`src/rtl/pwm_bank_pkg.sv`:
```
`timescale 1ns/1ps
package pwm_bank_pkg;
  localparam int DATA_W     = 16;
  localparam int PRE_W      = 2;
  localparam int ADDR_W     = 11;
  localparam int DIV_CNT_W  = (1 << PRE_W) - 1;
  localparam int INV_BIT    = 5;

  // bus decode -> channel sequencer
  typedef struct packed {
    logic wrPeriod;
    logic wrDuty;
    logic wrCtrl;
  } busStrobe_t;

  // channel sequencer -> channel datapath
  typedef struct packed {
    logic ldShPeriod;
    logic ldShDuty;
    logic ldShCtrl;
    logic loadIdle;
    logic commit;
    logic restart;
    logic advance;
    logic preInc;
    logic arm;
    logic disarm;
  } seqStrobe_t;

  // channel datapath -> channel sequencer
  typedef struct packed {
    logic idle;
    logic divDone;
    logic cntLast;
    logic armed;
  } chanStatus_t;
endpackage

```
`src/rtl/pwm_bus_if.sv`:
```
`timescale 1ns/1ps
module pwm_bus_if
  import pwm_bank_pkg::*;
#(
  parameter int NCH = 4
) (
  input  logic                         wrEn,
  input  logic [ADDR_W-1:0]            busAddr,
  output logic [DATA_W-1:0]            rdData,
  output busStrobe_t [NCH-1:0]         chStrobe,
  input  logic [NCH-1:0][DATA_W-1:0]   curPeriodV,
  input  logic [NCH-1:0][DATA_W-1:0]   curDutyV,
  input  logic [NCH-1:0][PRE_W-1:0]    curPreV,
  input  logic [NCH-1:0]               curInvV
);
  // window 0x400..0x47F, three groups of eight words
  logic       hit;
  logic [1:0] grp;
  logic [2:0] chSel;

  assign hit   = (busAddr[10:7] == 4'b1000) && (busAddr[1:0] == 2'b00);
  assign grp   = busAddr[6:5];
  assign chSel = busAddr[4:2];

  for (genvar c = 0; c < NCH; c++) begin : g_stb
    logic sel;
    assign sel = wrEn && hit && (chSel == 3'(c));
    assign chStrobe[c] = '{wrPeriod: sel && (grp == 2'd0),
                           wrDuty:   sel && (grp == 2'd1),
                           wrCtrl:   sel && (grp == 2'd2)};
  end

  always_comb begin
    rdData = '0;
    if (hit) begin
      for (int c = 0; c < NCH; c++) begin
        if (chSel == 3'(c)) begin
          case (grp)
            2'd0: rdData = curPeriodV[c];
            2'd1: rdData = curDutyV[c];
            2'd2: begin
              rdData[INV_BIT]   = curInvV[c];
              rdData[PRE_W-1:0] = curPreV[c];
            end
            default: rdData = '0;
          endcase
        end
      end
    end
  end
endmodule

```
`src/rtl/pwm_chan_ctrl.sv`:
```
`timescale 1ns/1ps
module pwm_chan_ctrl
  import pwm_bank_pkg::*;
(
  input  logic        tick,
  input  busStrobe_t  busStb,
  input  logic        wrNonZero,
  input  chanStatus_t stat,
  output seqStrobe_t  seq
);
  logic running;
  logic step;
  logic endPer;
  logic loadNow;
  logic commitNow;

  assign running   = !stat.idle;
  assign step      = tick && running && stat.divDone;
  assign endPer    = step && stat.cntLast;
  assign loadNow   = stat.idle && busStb.wrPeriod && wrNonZero;
  assign commitNow = endPer && stat.armed;

  always_comb begin
    seq.ldShPeriod = busStb.wrPeriod;
    seq.ldShDuty   = busStb.wrDuty;
    seq.ldShCtrl   = busStb.wrCtrl;
    seq.loadIdle   = loadNow;
    seq.commit     = commitNow;
    seq.restart    = endPer || loadNow;
    seq.advance    = step && !stat.cntLast;
    seq.preInc     = tick && running && !stat.divDone;
    seq.arm        = busStb.wrPeriod && running;
    seq.disarm     = commitNow || loadNow;
  end
endmodule

```
`src/rtl/pwm_chan_dp.sv`:
```
`timescale 1ns/1ps
module pwm_chan_dp
  import pwm_bank_pkg::*;
(
  input  logic              clk,
  input  logic              rstN,
  input  seqStrobe_t        seq,
  input  logic [DATA_W-1:0] wrWord,
  input  logic [PRE_W-1:0]  wrPre,
  input  logic              wrInv,
  output chanStatus_t       stat,
  output logic [DATA_W-1:0] curPeriod,
  output logic [DATA_W-1:0] curDuty,
  output logic [PRE_W-1:0]  curPre,
  output logic              curInv,
  output logic              pwmOut
);
  logic [DATA_W-1:0]    shPeriod;
  logic [DATA_W-1:0]    shDuty;
  logic [PRE_W-1:0]     shPre;
  logic                 shInv;
  logic                 armed;
  logic [DATA_W-1:0]    cnt;
  logic [DIV_CNT_W-1:0] preCnt;
  logic [DIV_CNT_W-1:0] divMax;

  assign divMax = DIV_CNT_W'((1 << curPre) - 1);

  always_ff @(posedge clk) begin
    if (!rstN) begin
      shPeriod  <= '0;
      shDuty    <= '0;
      shPre     <= '0;
      shInv     <= 1'b0;
      curPeriod <= '0;
      curDuty   <= '0;
      curPre    <= '0;
      curInv    <= 1'b0;
      armed     <= 1'b0;
      cnt       <= '0;
      preCnt    <= '0;
    end else begin
      if (seq.ldShPeriod) shPeriod <= wrWord;
      if (seq.ldShDuty)   shDuty   <= wrWord;
      if (seq.ldShCtrl) begin
        shPre <= wrPre;
        shInv <= wrInv;
      end

      if (seq.loadIdle) begin
        curPeriod <= wrWord;
        curDuty   <= shDuty;
        curPre    <= shPre;
        curInv    <= shInv;
      end else if (seq.commit) begin
        curPeriod <= shPeriod;
        curDuty   <= shDuty;
        curPre    <= shPre;
        curInv    <= shInv;
      end

      if (seq.restart) begin
        cnt    <= '0;
        preCnt <= '0;
      end else if (seq.advance) begin
        cnt    <= cnt + 1'b1;
        preCnt <= '0;
      end else if (seq.preInc) begin
        preCnt <= preCnt + 1'b1;
      end

      if (seq.arm)         armed <= 1'b1;
      else if (seq.disarm) armed <= 1'b0;
    end
  end

  assign stat.idle    = (curPeriod == '0);
  assign stat.divDone = (preCnt == divMax);
  assign stat.cntLast = (cnt == curPeriod - 1'b1);
  assign stat.armed   = armed;

  assign pwmOut = !stat.idle && ((cnt < curDuty) ^ curInv);
endmodule

```
`src/rtl/pwm_bank_shadow.sv`:
```
`timescale 1ns/1ps
module pwm_bank_shadow
  import pwm_bank_pkg::*;
#(
  parameter int NCH = 4
) (
  input  logic              clk,
  input  logic              rstN,
  input  logic              tick,
  input  logic              wrEn,
  input  logic [ADDR_W-1:0] busAddr,
  input  logic [DATA_W-1:0] wrData,
  output logic [DATA_W-1:0] rdData,
  output logic [NCH-1:0]    pwmOut
);
  busStrobe_t [NCH-1:0]       chStrobe;
  logic [NCH-1:0][DATA_W-1:0] curPeriodV;
  logic [NCH-1:0][DATA_W-1:0] curDutyV;
  logic [NCH-1:0][PRE_W-1:0]  curPreV;
  logic [NCH-1:0]             curInvV;
  logic                       wrNonZero;

  assign wrNonZero = |wrData;

  pwm_bus_if #(.NCH(NCH)) bus_i (
    .wrEn       (wrEn),
    .busAddr    (busAddr),
    .rdData     (rdData),
    .chStrobe   (chStrobe),
    .curPeriodV (curPeriodV),
    .curDutyV   (curDutyV),
    .curPreV    (curPreV),
    .curInvV    (curInvV)
  );

  for (genvar c = 0; c < NCH; c++) begin : g_ch
    seqStrobe_t  seq;
    chanStatus_t stat;

    pwm_chan_ctrl ctrl_i (
      .tick      (tick),
      .busStb    (chStrobe[c]),
      .wrNonZero (wrNonZero),
      .stat      (stat),
      .seq       (seq)
    );

    pwm_chan_dp dp_i (
      .clk       (clk),
      .rstN      (rstN),
      .seq       (seq),
      .wrWord    (wrData),
      .wrPre     (wrData[PRE_W-1:0]),
      .wrInv     (wrData[INV_BIT]),
      .stat      (stat),
      .curPeriod (curPeriodV[c]),
      .curDuty   (curDutyV[c]),
      .curPre    (curPreV[c]),
      .curInv    (curInvV[c]),
      .pwmOut    (pwmOut[c])
    );
  end
endmodule

```
`config.mk`:
```
export PLATFORM = sky130hd
export DESIGN_NAME = pwm_bank_shadow
export DESIGN_NICKNAME = d
export VERILOG_FILES = /design/src/rtl/pwm_bank_pkg.sv /design/src/rtl/pwm_bus_if.sv /design/src/rtl/pwm_chan_ctrl.sv /design/src/rtl/pwm_chan_dp.sv /design/src/rtl/pwm_bank_shadow.sv
export SDC_FILE = /design/constraint.sdc
export NUM_CORES = 1
export LEC_CHECK = 0
export ABC_AREA = 1
export BUFFER_PORTS_ARGS = -buffer_cell sky130_fd_sc_hd__buf_2
export CORE_MARGIN = 1
export CORE_UTILIZATION = 50
export DETAILED_ROUTE_END_ITERATION = 6
export PLACE_DENSITY = 0.74
export SLEW_MARGIN = 15
export SYNTH_ARGS = -nofsm -noshare
export SYNTH_HDL_FRONTEND = slang
export SYNTH_SLANG_ARGS = --single-unit
```
`constraint.sdc`:
```
create_clock -name clk -period 5.9 [get_ports clk]
set_clock_uncertainty 0.15 [all_clocks]
set_input_delay 0.59 -clock clk [delete_from_list [all_inputs] [get_ports clk]]
set_output_delay 0.59 -clock clk [all_outputs]
set_load 0.005 [all_outputs]
```
==> results.py <==
metrics = {
    "clocking": {
        "htree_levels": 2,
        "cts_post_setup_buffers_inserted": 0,
        "clkSlewWorstSetupHoldPaths_ns": 0.06,
        "post_cts_resized": 0,
        "cts-root-buf": "clkbuf_16",
        "cts_sinks": 360,
        "tritoncts": "built",
        "clock_latency_ns": 0.57,
        "cts_buffer_depth": 3,
        "cts_buffers": 41,
        "ctsHoldBuffers": 0,
    },
    "die": {
        "start_util_pct": 50.7,
        "rows": 74,
        "dieHeight_um": 206,
        "core_um2": 40900,
        "pin_count": 51,
        "die_area_um2": 42300,
        "die_w_um": 206,
    },
    "setup_path": {
        "crit_path_max_fanout": 22,
        "r2r_slack_ns": 2.35,
        "arrival_ns": 3.28,
        "critical_path.startpoint": "busAddr[5]",
        "crit_required_ns": 5.16,
        "r2r-start": "g_ch[3].dp_i.curPeriod[0]$_SDFFE_PN0P_",
        "cp-end-kind": "output pin",
        "startpoint_type": "primary input",
        "worstSetupPathType": "primary input to output pin",
    },
    "logic_synthesis": {
        "synth_area_um2": 20800,
        "synthFlopType": "dfxtp_1",
        "seq_area_frac_synth_pct": 34.7,
        "ys_warn_count": 0,
        "synth-edff-count": 0,
        "synthesis.nets": 3179,
        "postSynth.asyncResetShare_pct": 0,
        "synth-seq-cells": 360,
        "ys_types": 55,
        "avgSynthCellArea_um2": 6.75,
        "synthCells": 3076,
    },
    "grt": {
        "grt_overflow": 0,
        "grt_pass1_vias": 18429,
        "grt_max_degree": 113,
        "grt_pass1_wl_um": 100000,
        "antenna_found_initial": 2,
        "track_usage_pct": 30.3,
    },
    "power": {
        "power.leakage_nw": 9.03,
        "power.density_nw_per_um2": 237,
        "ir_drop_uv": 316,
        "power_mw": 5.34,
    },
    "sta": {
        "fin_setup_tns_ns": 0,
        "fin_crit_sh_pct": 68.1,
        "maxSlewHeadroom_pct": 20.6,
        "rsz0062_at_grt": "no",
        "fmax_ghz": 0.249,
        "tightest_slew_ns": 1.19,
        "period_minus_slack_ns": 4.02,
        "slew_violations": 0,
        "setup_viol": 0,
        "finalHoldViolations": 0,
    },
    "detailed_routing": {
        "routedWlPerCell_um": 17.9,
        "drt_iter0_markers": 2345,
        "routed_wl_um": 64400,
        "vias_per_cell": 5.71,
        "dr.pass1.iters": 7,
        "dr_total_vias": 20568,
        "drc": 0,
        "final_antenna_net_count": 0,
    },
    "final_layout": {
        "most-common-layout-cells": "nand2_1, dfxtp_1, inv_1, a21oi_1, nor2_1",
        "layout_commonest_cell": "nand2_1",
        "drive_gt1_share_pct": 7.57,
        "nets": 3140,
        "synthToLayoutAreaGrowth_pct": 8.63,
    },
    "outcome": {
        "status": "finished clean",
    },
    "flow_run": {
        "drv_cap": 0,
    },
    "placed_design": {
        "dp_hpwl_um": 45300,
        "numPortBuffers": 50,
        "routabilityCongestion": 0.937,
    },
    "min_path": {
        "hold_path.class": "register to register",
        "hp-start": "g_ch[1].dp_i.shPre[1]$_SDFFE_PN0P_",
    },
}
logic make-up after synthesis:
| logic type | count (synthesis) | synth area share [%] |
|---|---|---|
| xor gates and xnor gates | 130 | 5.48 |
| and+or+nand+nor | 1329 | 28.0 |
| buffers and inverters | 511 | 9.88 |
| adders and majority gates | 72 | 4.34 |
| AOI/OAI and AO/OA | 672 | 17.5 |
| DFF | 360 | 34.7 |
| muxes | 2 | 0.102 |
sequential cells by signal, indices dropped and copies added, names as in the netlist:
signal,flops
g_ch.dp_i.shPre,8
g_ch.dp_i.preCnt,12
g_ch.dp_i.shInv,4
g_ch.dp_i.curInv,4
g_ch.dp_i.shPeriod,64
g_ch.dp_i.armed,4
g_ch.dp_i.shDuty,64
g_ch.dp_i.curPeriod,64
g_ch.dp_i.cnt,64
g_ch.dp_i.curPre,8
g_ch.dp_i.curDuty,64
where the power goes:
group	internal, mW	total [mW]	switching [mW]
registers	2.43	2.43	0.000440
clock network	1.67	2.73	1.07
logic	0.0333	0.180	0.147
total	4.13	5.34	1.21
per-stage QoR:
step                      cells  instance area, um2  setup slack (ns)  hold slack, ns  util (%)
after CTS                  3598               22600              2.08           0.266      55.1
after floorplan            3076               20800              3.14           0.273         -
after global placement     3526               21100              1.93           0.281      51.6
final                      3599               22600              1.88           0.294      55.1
after detailed placement   3526               21100              1.78           0.286      51.6
after global routing       3598               22600              1.80           0.299      55.1
final timing paths:
kind / to / depth (start not counted)
worst min register to register: g_ch[1].dp_i.shPre[1]$_SDFFE_PN0P_ / 2
worst max-delay path: rdData[2] / 11
worst max register to register: g_ch[3].dp_i.curPeriod[2]$_SDFFE_PN0P_ / 18
worst min-delay path: g_ch[1].dp_i.shPre[1]$_SDFFE_PN0P_ / 2
final cells by class:
cell class / count / area (um2)
fillers: 4016 / 18400
clock buffers: 53 / 1140
repair buffers: 64 / 374
clock inverters: 19 / 279
flip-flops and latches: 360 / 7210
multi-input cells: 2205 / 11500
inverters: 365 / 1370
well taps: 532 / 666
diodes: 1 / 2.50
critical path: stages:
cell and delay, ns:
buf_2 0.09, inv_1 0.06, nor2_1 0.10, buf_4 0.31, inv_1 0.38, buf_4 0.33
o22ai_1 0.16, and3_1 0.28, a221oi_1 0.10, a211oi_1 0.62, buf_2 0.23
metal layers:
layer,share of wire [%],track usage [%],vias up
li1,-,-,9967
met2,44,47.1,963
met1,42,40.6,9448
met5,0.12,1.19,-
met4,4.3,13.4,4
met3,10,5.59,186
synthesized netlist by cell type (7+ instances only):
master	count	area share, %
nor2_2	21	0.63
xor2_1	83	3.5
xnor2_1	47	2.0
nand2_2	17	0.51
buf_1	9	0.16
inv_2	17	0.31
dfxtp_1	360	35
a21oi_1	311	7.5
a211oi_1	12	0.43
clkbuf_1	95	1.7
nor4_1	9	0.27
o21ai_0	240	5.8
inv_1	343	6.2
nand4_1	23	0.69
nor2_4	9	0.49
buf_4	7	0.25
ha_1	72	4.3
nor2_1	283	5.1
a21oi_2	11	0.46
a221oi_1	21	0.89
nand3b_1	12	0.43
o22ai_1	44	1.3
buf_6	10	0.54
nor3_1	46	1.1
nand2_1	668	12
and3_1	8	0.24
buf_2	24	0.58
o21ai_1	10	0.24
nand3_1	204	4.9
Note: power is estimated with default switching activity, not from simulation.
